`config.mk`:
```
export PLATFORM = sky130hd
export DESIGN_NAME = hbcr_regfile
export DESIGN_NICKNAME = d
export VERILOG_FILES = /design/src/rtl/hbcr_pkg.sv /design/src/rtl/hbcr_decode.sv /design/src/rtl/hbcr_regs.sv /design/src/rtl/hbcr_regfile.sv
export SDC_FILE = /design/constraint.sdc
export NUM_CORES = 1
export LEC_CHECK = 0
export CELL_PAD_IN_SITES_DETAIL_PLACEMENT = 1
export CELL_PAD_IN_SITES_GLOBAL_PLACEMENT = 1
export CORE_UTILIZATION = 40
export DETAILED_ROUTE_END_ITERATION = 7
export PLACE_DENSITY = 0.89
export SLEW_MARGIN = 25
export SYNTH_ARGS = -nofsm -noshare
export SYNTH_HDL_FRONTEND = slang
export SYNTH_SLANG_ARGS = --single-unit
```
`constraint.sdc`:
```
create_clock -name clk -period 1.45 [get_ports clk]
set_input_delay 0.29 -clock clk [delete_from_list [all_inputs] [get_ports clk]]
set_output_delay 0.29 -clock clk [all_outputs]
set_load 0.02 [all_outputs]
```
`src/rtl/hbcr_pkg.sv`:
```
package hbcr_pkg;
  localparam int DATA_W   = 64;
  localparam int ACC_SIZE = 8;
  localparam int MMIO_OFS = 'h0A;

  localparam int IDX_FAULT     = 'h00;
  localparam int IDX_FAULT_AND = 'h01;
  localparam int IDX_FAULT_OR  = 'h02;
  localparam int IDX_BASE      = 'h0A;
  localparam int IDX_SIDE_BASE = 'h0B;
  localparam int IDX_CTRL      = 'h0E;
  localparam int IDX_CTRL_SET  = 'h12;
  localparam int IDX_CTRL_CLR  = 'h13;
  localparam int IDX_ISTAT     = 'h15;

  localparam int BASE_LO = 20;
  localparam int BASE_HI = 49;
  localparam int SIDE_LO = 32;

  localparam logic [DATA_W-1:0] BASE_ADDR_MASK =
    ((64'd1 << (BASE_HI + 1)) - 64'd1) & ~((64'd1 << BASE_LO) - 64'd1);
  localparam logic [DATA_W-1:0] BASE_KEEP = BASE_ADDR_MASK | 64'd1;
  localparam logic [DATA_W-1:0] SIDE_KEEP =
    ((64'd1 << (BASE_HI + 1)) - 64'd1) & ~((64'd1 << SIDE_LO) - 64'd1);

  typedef enum logic [3:0] {
    K_FAULT, K_FAULT_AND, K_FAULT_OR, K_BASE, K_SIDE,
    K_CTRL, K_CTRL_SET, K_CTRL_CLR, K_ISTAT, K_NONE
  } reg_kind_e;
endpackage

```
`src/rtl/hbcr_decode.sv`:
```
module hbcr_decode
  import hbcr_pkg::*;
#(
  parameter int ADDR_W = 10
) (
  input  logic              path,
  input  logic              write,
  input  logic [ADDR_W-1:0] addr,
  input  logic [3:0]        size,
  output reg_kind_e         kind,
  output logic              reject
);
  localparam int IW = ADDR_W - 2;

  logic [IW-1:0] idx;
  logic          rd_ok;
  logic          wr_ok;

  always_comb begin
    idx = {1'b0, addr[ADDR_W-1:3]} + (path ? IW'(MMIO_OFS) : IW'(0));
    case (idx)
      IW'(IDX_FAULT):     kind = K_FAULT;
      IW'(IDX_FAULT_AND): kind = K_FAULT_AND;
      IW'(IDX_FAULT_OR):  kind = K_FAULT_OR;
      IW'(IDX_BASE):      kind = K_BASE;
      IW'(IDX_SIDE_BASE): kind = K_SIDE;
      IW'(IDX_CTRL):      kind = K_CTRL;
      IW'(IDX_CTRL_SET):  kind = K_CTRL_SET;
      IW'(IDX_CTRL_CLR):  kind = K_CTRL_CLR;
      IW'(IDX_ISTAT):     kind = K_ISTAT;
      default:            kind = K_NONE;
    endcase
  end

  always_comb begin
    rd_ok = (kind == K_FAULT) || (kind == K_BASE) || (kind == K_SIDE) ||
            (kind == K_CTRL) || (kind == K_ISTAT);
    wr_ok = (kind == K_FAULT) || (kind == K_FAULT_AND) || (kind == K_FAULT_OR) ||
            (kind == K_SIDE) || (kind == K_CTRL) || (kind == K_CTRL_SET) ||
            (kind == K_CTRL_CLR) || ((kind == K_BASE) && !path);
    reject = (size != 4'(ACC_SIZE)) || (write ? !wr_ok : !rd_ok);
  end
endmodule

```
`src/rtl/hbcr_regs.sv`:
```
module hbcr_regs
  import hbcr_pkg::*;
#(
  parameter logic [63:0] BASE_DEFAULT = 64'h0000_0006_0030_0000
) (
  input  logic              clk,
  input  logic              rst_n,
  input  logic              we,
  input  reg_kind_e         kind,
  input  logic [DATA_W-1:0] wdata,
  output logic [DATA_W-1:0] fault_q,
  output logic [DATA_W-1:0] base_q,
  output logic [DATA_W-1:0] side_q,
  output logic [DATA_W-1:0] ctrl_q
);
  localparam logic [DATA_W-1:0] BASE_RST = (BASE_DEFAULT & BASE_KEEP) | 64'd1;

  logic [DATA_W-1:0] fault_d, base_d, side_d, ctrl_d;

  always_comb begin
    fault_d = fault_q;
    base_d  = base_q;
    side_d  = side_q;
    ctrl_d  = ctrl_q;
    case (kind)
      K_FAULT:     fault_d = wdata;
      K_FAULT_AND: fault_d = fault_q & wdata;
      K_FAULT_OR:  fault_d = fault_q | wdata;
      K_BASE:      base_d  = wdata & BASE_KEEP;
      K_SIDE:      side_d  = wdata & SIDE_KEEP;
      K_CTRL:      ctrl_d  = wdata;
      K_CTRL_SET:  ctrl_d  = ctrl_q | wdata;
      K_CTRL_CLR:  ctrl_d  = ctrl_q & ~wdata;
      default: ;
    endcase
  end

  always_ff @(posedge clk or negedge rst_n) begin
    if (!rst_n) begin
      fault_q <= '0;
      base_q  <= BASE_RST;
      side_q  <= '0;
      ctrl_q  <= '0;
    end else if (we) begin
      fault_q <= fault_d;
      base_q  <= base_d;
      side_q  <= side_d;
      ctrl_q  <= ctrl_d;
    end
  end
endmodule

```
`src/rtl/hbcr_regfile.sv`:
```
module hbcr_regfile
  import hbcr_pkg::*;
#(
  parameter int          ADDR_W       = 10,
  parameter logic [63:0] BASE_DEFAULT = 64'h0000_0006_0030_0000
) (
  input  logic              clk,
  input  logic              rst_n,
  input  logic              req_valid,
  input  logic              req_path,
  input  logic              req_write,
  input  logic [ADDR_W-1:0] req_addr,
  input  logic [3:0]        req_size,
  input  logic [63:0]       req_wdata,
  output logic              rsp_valid,
  output logic [63:0]       rsp_rdata,
  output logic              err_pulse,
  output logic              window_valid,
  output logic [63:0]       window_base
);
  reg_kind_e         kind;
  logic              reject;
  logic [DATA_W-1:0] fault_q, base_q, side_q, ctrl_q;
  logic [DATA_W-1:0] rd_val;
  logic [DATA_W-1:0] rdata_d;

  hbcr_decode #(.ADDR_W(ADDR_W)) u_dec (
    .path   (req_path),
    .write  (req_write),
    .addr   (req_addr),
    .size   (req_size),
    .kind   (kind),
    .reject (reject)
  );

  hbcr_regs #(.BASE_DEFAULT(BASE_DEFAULT)) u_regs (
    .clk     (clk),
    .rst_n   (rst_n),
    .we      (req_valid && req_write && !reject),
    .kind    (kind),
    .wdata   (req_wdata),
    .fault_q (fault_q),
    .base_q  (base_q),
    .side_q  (side_q),
    .ctrl_q  (ctrl_q)
  );

  always_comb begin
    case (kind)
      K_FAULT: rd_val = fault_q;
      K_BASE:  rd_val = base_q;
      K_SIDE:  rd_val = side_q;
      K_CTRL:  rd_val = ctrl_q;
      default: rd_val = '0;
    endcase
    if (req_write)   rdata_d = '0;
    else if (reject) rdata_d = '1;
    else             rdata_d = rd_val;
  end

  always_ff @(posedge clk or negedge rst_n) begin
    if (!rst_n) begin
      rsp_valid <= 1'b0;
      err_pulse <= 1'b0;
    end else begin
      rsp_valid <= req_valid;
      err_pulse <= req_valid && reject;
    end
  end

  always_ff @(posedge clk or negedge rst_n) begin
    if (!rst_n)         rsp_rdata <= '0;
    else if (req_valid) rsp_rdata <= rdata_d;
  end

  assign window_valid = base_q[0];
  assign window_base  = base_q & BASE_ADDR_MASK;
endmodule

```
==> results of run 1 <==
[registers in the layout, summed over array words and instances (netlist names)]
register,count
err_pulse,1
rsp_rdata,64
rsp_valid,1
u_regs.base_q,31
u_regs.ctrl_q,64
u_regs.fault_q,64
u_regs.side_q,18
[cells in the mapped netlist (27+ instances only)]
library cell  count  share of area
a21oi_1         101          0.045
a222oi_1         27          0.024
a22oi_1          37          0.025
buf_2            27          0.012
buf_4            37          0.025
clkbuf_1         46          0.015
dfrtp_1         238           0.53
inv_1            34          0.011
mux2_1           40          0.040
nand2_1         151          0.051
nand2b_1         34          0.019
nor2_1          195          0.066
o21ai_0         106          0.048
[area by class of cell]
class	instances	share of cell area
Timing Repair Buffer	376	0.2455
Inverter	34	0.007479
Antenna cell	2	0.0002933
Multi-Input combinational cell	818	0.3122
Clock buffer	41	0.04854
Clock inverter	7	0.002053
Sequential cell	243	0.3567
Tap cell	372	0.02727
[worst paths after layout]
path | from | to | slack [ps]
max | req_path | rsp_rdata[9]$_DFFE_PN0P_ | -1020
min in group clk | req_wdata[10] | u_regs.ctrl_q[10]$_DFFE_PN0P_ | 340
min reg2reg | u_regs.ctrl_q[4]$_DFFE_PN0P_ | u_regs.ctrl_q[4]$_DFFE_PN0P_ | 500
min | rst_n | u_regs.fault_q[29]$_DFFE_PN0P_ | 280
max reg2reg | u_regs.fault_q[43]$_DFFE_PN0P_ | rsp_rdata[43]$_DFFE_PN0P_ | -220
max in group asynchronous | rst_n | u_regs.ctrl_q[63]$_DFFE_PN0P_ | 520
[cell families (layout without fill, tap and decap cells)]
family	after synthesis	in the layout	share of synthesized area
flops	243	243	0.5455
fa+ha+maj	3	3	0.003364
mux	51	51	0.05135
xor+xnor	3	3	0.002355
compound gates	316	317	0.1750
buf+inv	145	458	0.06425
simple gates	410	410	0.1579
other cells	1	36	0.0003360
[power groups by stage]
stage	Combinational [W]	Sequential [W]	Clock [W]
6_report	0.00241	0.00714	0.00701
2_1_floorplan	0.000650	0.00740	0
5_1_grt	0.00251	0.00715	0.00722
3_5_place_dp	0.00203	0.00723	0
3_3_place_gp	0.00194	0.00722	0
4_1_cts	0.00216	0.00711	0.00679
[worst reg2reg max path, delay by kind of cell, from the launching register on]
family                 cells  cell delay [ps]
buffers and inverters      1              270
AO/OA/AOI/OAI              4              840
flip-flops                 1              430
[routing by layer]
layer | part of all wire | global-route usage
met5 | 0.00022 | 0
met4 | 0.088 | 0.2899
met3 | 0.094 | 0.1033
met2 | 0.48 | 0.7037
met1 | 0.34 | 0.4450
[stage by stage]
step           utilization  instances  setup TNS, ps  instance area, sq um  setup slack [ps]
3_3_place_gp        0.5203       1741        -379190                 14140             -1796
3_5_place_dp        0.5203       1741        -410890                 14140             -1981
4_1_cts             0.6205       1885        -151250                 16860            -835.4
5_1_grt             0.6279       1892        -215450                 17060             -1024
2_1_floorplan            -       1205        -187190                 11600            -893.8
6_report            0.6279       1893        -199910                 17070             -1018
[what timing repair did]
item,in CTS,in global routing
hold endpoints to repair,33,0
buffers inserted,60,5
hold buffers,1,0
pin swaps,59,17
setup endpoints to repair,339,255
resized for setup,654,34
gates cloned,35,0
==> flow_summary.json, run 1 <==
{
  "io_buffers": 176,
  "cp_max_fo": 8,
  "maxCapViolCount": 0,
  "setup_ws_ps": -1018,
  "ys_ff_latch": 243,
  "clk_latency_ps": 560,
  "total_leakage_power_nw": 8.130,
  "violations": "DRC, setup timing",
  "yosys_warnings": 0,
  "seqCellArea_sq_um": 6087,
  "max_freq_mhz": 405.2,
  "skew_ps": 17.20,
  "start_util": 0.4106,
  "layout_common_cells": "dfrtp_1 (238), nor2_1 (193), nand2_1 (126)",
  "syn2layout_area_growth_pct": 52.92,
  "drt-total-wl_mm": 58.73,
  "cp_cell_sequence": "buf_8 > ha_4 > buf_4 > a31oi_4 > xnor2_4 > buf_4 > buf_6 > or3_4 > buf_6 > nor2_4 > buf_12 > buf_12 > buf_16 > a22oi_1 > o211ai_1",
  "rsz0062_at_grt": "yes",
  "endpoint_kind": "flip-flop",
  "row_count": 60,
  "period_share": 1.702,
  "netlist_area_sq_um": 11160,
  "drc": 17,
  "nFillCells": 2861,
  "status": "finished, violations left",
  "hold_class": "in -> async",
  "cp_slowest_stage_delay_ps": 440,
  "intPower_w": 0.01182,
  "core_sq_um": 27180,
  "final_hold_viol_count": 0,
  "cts_inserted_buffers": 27,
  "io_pins": 214,
  "grt_usage": 0.4105,
  "reg2reg_depth": 5,
  "cts_max_path_buffers": 3,
  "cts_tree": "built",
  "comb_power_share": 0.146,
  "dp_hpwl_mm": 26.27,
  "ir_drop_v": 0.0008917,
  "p_clk_frac": 0.423,
  "crit_family": "buffers and inverters",
  "wl_per_cell_um": 31.02,
  "worst_pin_slew_ps": 653.7,
  "die-area_sq_um": 28570,
  "viasPerCell": 6.316,
  "slew_headroom": 0.5642,
  "slew_violations": 0,
  "power-per-cell-area_nw_per_um2": 970.5,
  "dieHeight_um": 169.0,
  "postSynth.asyncResetShare": 1.000,
  "power.switching_w": 0.004742,
  "syn_avg_cell_area_sq_um": 9.522,
  "grt_max_degree": 49,
  "crit_type": "in -> reg",
  "swShare": 0.2863,
  "finalSetupViolCount": 253,
  "ys.flop_type": "dfrtp_1",
  "synth_edf_count": 0,
  "postSynthCellCount": 1172,
  "gp_congestion": 0.8434,
  "min_period_ps": 2468,
  "first_global_vias": 13063,
  "yosysUniqueCellTypes": 46,
  "layout.nets": 1586,
  "dr_total_vias": 11957,
  "htreeDepth": 1,
  "drtPass1Iterations": 8,
  "clockRootBuffer": "clkbuf_16",
  "cts_sinks": 243,
  "cpMaxStageDelayCell": "or3_4",
  "grt_pass1_wl_mm": 86.46,
  "fp.dieW_um": 169.0,
  "worst-path-stages": 15,
  "crit_required_ps": 1890,
  "synth_seq_area_share": 0.5455,
  "multi_input_area_sq_um": 5328,
  "antenna_found_initial": 3,
  "hold_ws_ps": 276.7,
  "drt_iter0_drc": 1324,
  "worstPathArrival_ps": 2910,
  "drive_above_1_share": 0.3456,
  "total_power_w": 0.01656,
  "layout_commonest_cell": "dfrtp_1",
  "seqPwrFrac": 0.431,
  "grt-ovfl-total": 0,
  "start_kind": "input pin",
  "clkTransAtPathRegs_ps": 80,
  "worst-path-buf-inv": 8,
  "final_antenna_net_count": 0
}
(Power assumes the default switching activity.)
==> run 2: changes to the inputs <==
--- a/config.mk
+++ b/config.mk
@@ -7,10 +7,11 @@
 export LEC_CHECK = 0
 export CELL_PAD_IN_SITES_DETAIL_PLACEMENT = 1
 export CELL_PAD_IN_SITES_GLOBAL_PLACEMENT = 1
-export CORE_UTILIZATION = 40
+export CORE_UTILIZATION = 42
 export DETAILED_ROUTE_END_ITERATION = 7
-export PLACE_DENSITY = 0.89
+export PLACE_DENSITY = 0.9
 export SLEW_MARGIN = 25
 export SYNTH_ARGS = -nofsm -noshare
 export SYNTH_HDL_FRONTEND = slang
+export SYNTH_HIERARCHICAL = 1
 export SYNTH_SLANG_ARGS = --single-unit
==> run 2 against run 1 <==
Against the previous run:
- the run ends with setup timing left
- design area rose by 16%
- sequential share of layout area is 4.8 points lower
- final cell count increased by 9.5%
- flip-flop and latch count unchanged
- clock skew up 15 ps
- register-to-register slack gained 90 ps
- synthesized area is 18% higher
- clock power grew 13%
- synthesized cell count is 17% higher
- die area up 12%
- non-clock buffer count is 24 lower
- highest routed layer unchanged
- critical path type unchanged
- via count up 18%
==> flow_summary.json, run 2 <==
{
  "wl_per_cell_um": 36.03,
  "slew_violations": 0,
  "antenna_found_initial": 6,
  "r2r_start": "u_regs/ctrl_q[59]$_DFFE_PN0P_",
  "r2r_slack_ps": -130,
  "yosysMostFrequentCell": "dfrtp_1",
  "cpMaxStageDelayCell": "a22oi_1",
  "yosysUniqueCellTypes": 48,
  "wl_met1_mm": 25.27,
  "grt_usage": 0.3928,
  "postSynthCellCount": 1373,
  "seqCellArea_sq_um": 6087,
  "grt_pass1_wl_mm": 92.63,
  "io_pins": 214,
  "syn_avg_cell_area_sq_um": 9.572,
  "layout.nets": 1738,
  "cts_inserted_buffers": 28,
  "cp_max_fo": 11,
  "core_sq_um": 30670,
  "gp_congestion": 0.8111,
  "final_cells": 2073,
  "drive_above_1_share": 0.3230,
  "multi_input_area_sq_um": 7865,
  "top_layer_used": "met5",
  "p_clk_frac": 0.447,
  "power.switching_w": 0.005215,
  "endpoint_kind": "flip-flop",
  "synth_top_area_frac": 0.4532,
  "maxCapViolCount": 0,
  "hold_class": "in -> async",
  "max_freq_mhz": 323.2,
  "total_leakage_power_nw": 8.758,
  "critPathMostFrequentCell": "buf_4",
  "r2r-end": "rsp_rdata[59]$_DFFE_PN0P_",
  "drt-total-wl_mm": 74.69,
  "crit_type": "in -> reg",
  "grt_max_degree": 54,
  "ys_top_cells_by_area": "dfrtp_1 (45%), a22oi_1 (7.2%), buf_4 (6.7%)",
  "violations": "setup timing",
  "ys.flop_type": "dfrtp_1",
  "layout_commonest_cell": "dfrtp_1",
  "wl_met2_mm": 33.58,
  "htreeDepth": 1,
  "cts_max_path_buffers": 3,
  "power-per-cell-area_nw_per_um2": 896.3,
  "start_util": 0.4285,
  "drc": 0,
  "nFillCells": 3078,
  "worstPathArrival_ps": 3490,
  "dieHeight_um": 178.9,
  "netlist_area_sq_um": 13140,
  "layout_common_cells": "dfrtp_1 (238), clkdlybuf4s50_1 (169), conb_1 (113)",
  "clockRootBuffer": "clkbuf_16",
  "yosys_warnings": 6,
  "seqPwrFrac": 0.402,
  "clk_latency_ps": 590,
  "min_period_ps": 3094,
  "status": "finished, violations left",
  "reg_top3": "rsp_rdata x64, u_regs/ctrl_q x64, u_regs/fault_q x64",
  "design_area_sq_um": 19730,
  "final_antenna_net_count": 0,
  "hold_ws_ps": 152.0,
  "setup_ws_ps": -1644,
  "synthTopCellsByCount": "dfrtp_1 (238), nor2_1 (137), a21oi_1 (133), a22oi_1 (126), buf_4 (117)",
  "dr_total_vias": 14093,
  "finalSetupViolCount": 339,
  "crit_required_ps": 1850,
  "cts_sinks": 243,
  "cts_tree": "built",
  "period_share": 2.134,
  "skew_ps": 31.85,
  "grt-ovfl-total": 0,
  "drt_iter0_drc": 1788,
  "swShare": 0.2949,
  "postSynth.asyncResetShare": 1.000,
  "cp_slowest_stage_delay_ps": 480,
  "synth_seq_area_share": 0.4632,
  "die-area_sq_um": 32000,
  "cp_cell_sequence": "buf_6 > ha_4 > buf_12 > xor2_4 > buf_4 > and2_1 > a21oi_1 > o211ai_1 > nand3_4 > buf_4 > buf_4 > mux2_2 > a22oi_1 > a22oi_1",
  "slew_headroom": 0.5951,
  "worst_pin_slew_ps": 607.4,
  "ir_drop_v": 0.0008864,
  "ys_ff_latch": 243,
  "reg2reg_depth": 3,
  "start_kind": "input pin",
  "syn2layout_area_growth_pct": 50.11,
  "intPower_w": 0.01247,
  "rsz0062_at_grt": "yes",
  "placed_cells": 1942,
  "fp.dieW_um": 178.9,
  "final_hold_viol_count": 0,
  "row_count": 64,
  "placed_area_sq_um": 15730,
  "viasPerCell": 6.798,
  "synth_edf_count": 0,
  "first_global_vias": 14660,
  "route.met3.wl_mm": 8.294,
  "synth_top_area_cell": "dfrtp_1",
  "drtPass1Iterations": 6,
  "io_buffers": 176,
  "dp_hpwl_mm": 29.33,
  "comb_power_share": 0.151,
  "clkTransAtPathRegs_ps": 80
}
[run 2: cells by family after synthesis]
family / Yosys count / synth area share
adder cells (fa/ha/maj): 3 / 0.002856
buffers and inverters: 235 / 0.1072
flip-flops: 243 / 0.4632
AND/OR/NAND/NOR: 392 / 0.1489
multiplexers: 97 / 0.08302
other: 2 / 0.0005714
AO/OA/AOI/OAI: 394 / 0.1885
XOR/XNOR: 7 / 0.005807
[run 2: final cells by class]
cell class	count	share of cell area
Clock inverter	12	0.007103
Inverter	20	0.003805
Antenna cell	5	0.0006342
Tap cell	396	0.02511
Sequential cell	243	0.3085
Clock buffer	38	0.04154
Multi-Input combinational cell	1007	0.3987
Timing Repair Buffer	352	0.2146
[run 2: critical path: cells and delay by family]
| family | cells | cell delay (ps) |
|---|---|---|
| compound gates | 4 | 1100 |
| xor+xnor | 1 | 240 |
| fa+ha+maj | 1 | 300 |
| buf+inv | 5 | 850 |
| mux | 1 | 290 |
| simple gates | 2 | 390 |
[run 2: power by group through the flow]
stage	sequential (W)	combinational (W)	clock (W)
after detailed placement	0.00720	0.00208	0
after global routing	0.00711	0.00274	0.00807
after floorplan	0.00736	0.000896	0
after global placement	0.00719	0.00201	0
after CTS	0.00708	0.00227	0.00749
final	0.00711	0.00268	0.00790
[run 2: worst max path at each step]
stage / end / depth (start not counted) / from / slack, ps
6_report: rsp_rdata[59]$_DFFE_PN0P_ / 14 / req_path / -1640
5_1_grt: rsp_rdata[59]$_DFFE_PN0P_ / 14 / req_path / -1770
4_1_cts: u_regs/base_q[40]$_DFFE_PN0P_ / 15 / req_addr[6] / -1210
3_5_place_dp: u_regs/fault_q[17]$_DFFE_PN0P_ / 14 / req_path / -2230
3_3_place_gp: u_regs/fault_q[47]$_DFFE_PN0P_ / 14 / req_path / -2040
2_1_floorplan: u_regs/fault_q[14]$_DFFE_PN0P_ / 14 / req_addr[6] / -1490
[run 2: timing repair]
item                                    4_1_cts  5_1_grt
setup buffers                                35       13
hold buffers                                  1        0
endpoints found under the hold margin       200        0
gates resized for setup                     255      201
gates cloned                                 22        8
endpoints found under the setup margin      339      339
pin swaps                                    67       55
[run 2: per-layer routing]
layer  track usage  up-vias
met4        0.3005        2
met5             0        -
li1              -     5179
met2        0.6506     1368
met3        0.1014      540
met1        0.4310     7004
[run 2: through the flow]
step	TNS, ps	worst slack, ps	power, W	utilization
after floorplan	-332740	-1489	0.008255	-
after global placement	-476090	-2044	0.009200	0.5127
after detailed placement	-510500	-2229	0.009276	0.5127
after CTS	-304900	-1212	0.01685	0.6031
after global routing	-381230	-1770	0.01792	0.6432
final	-369480	-1644	0.01768	0.6433
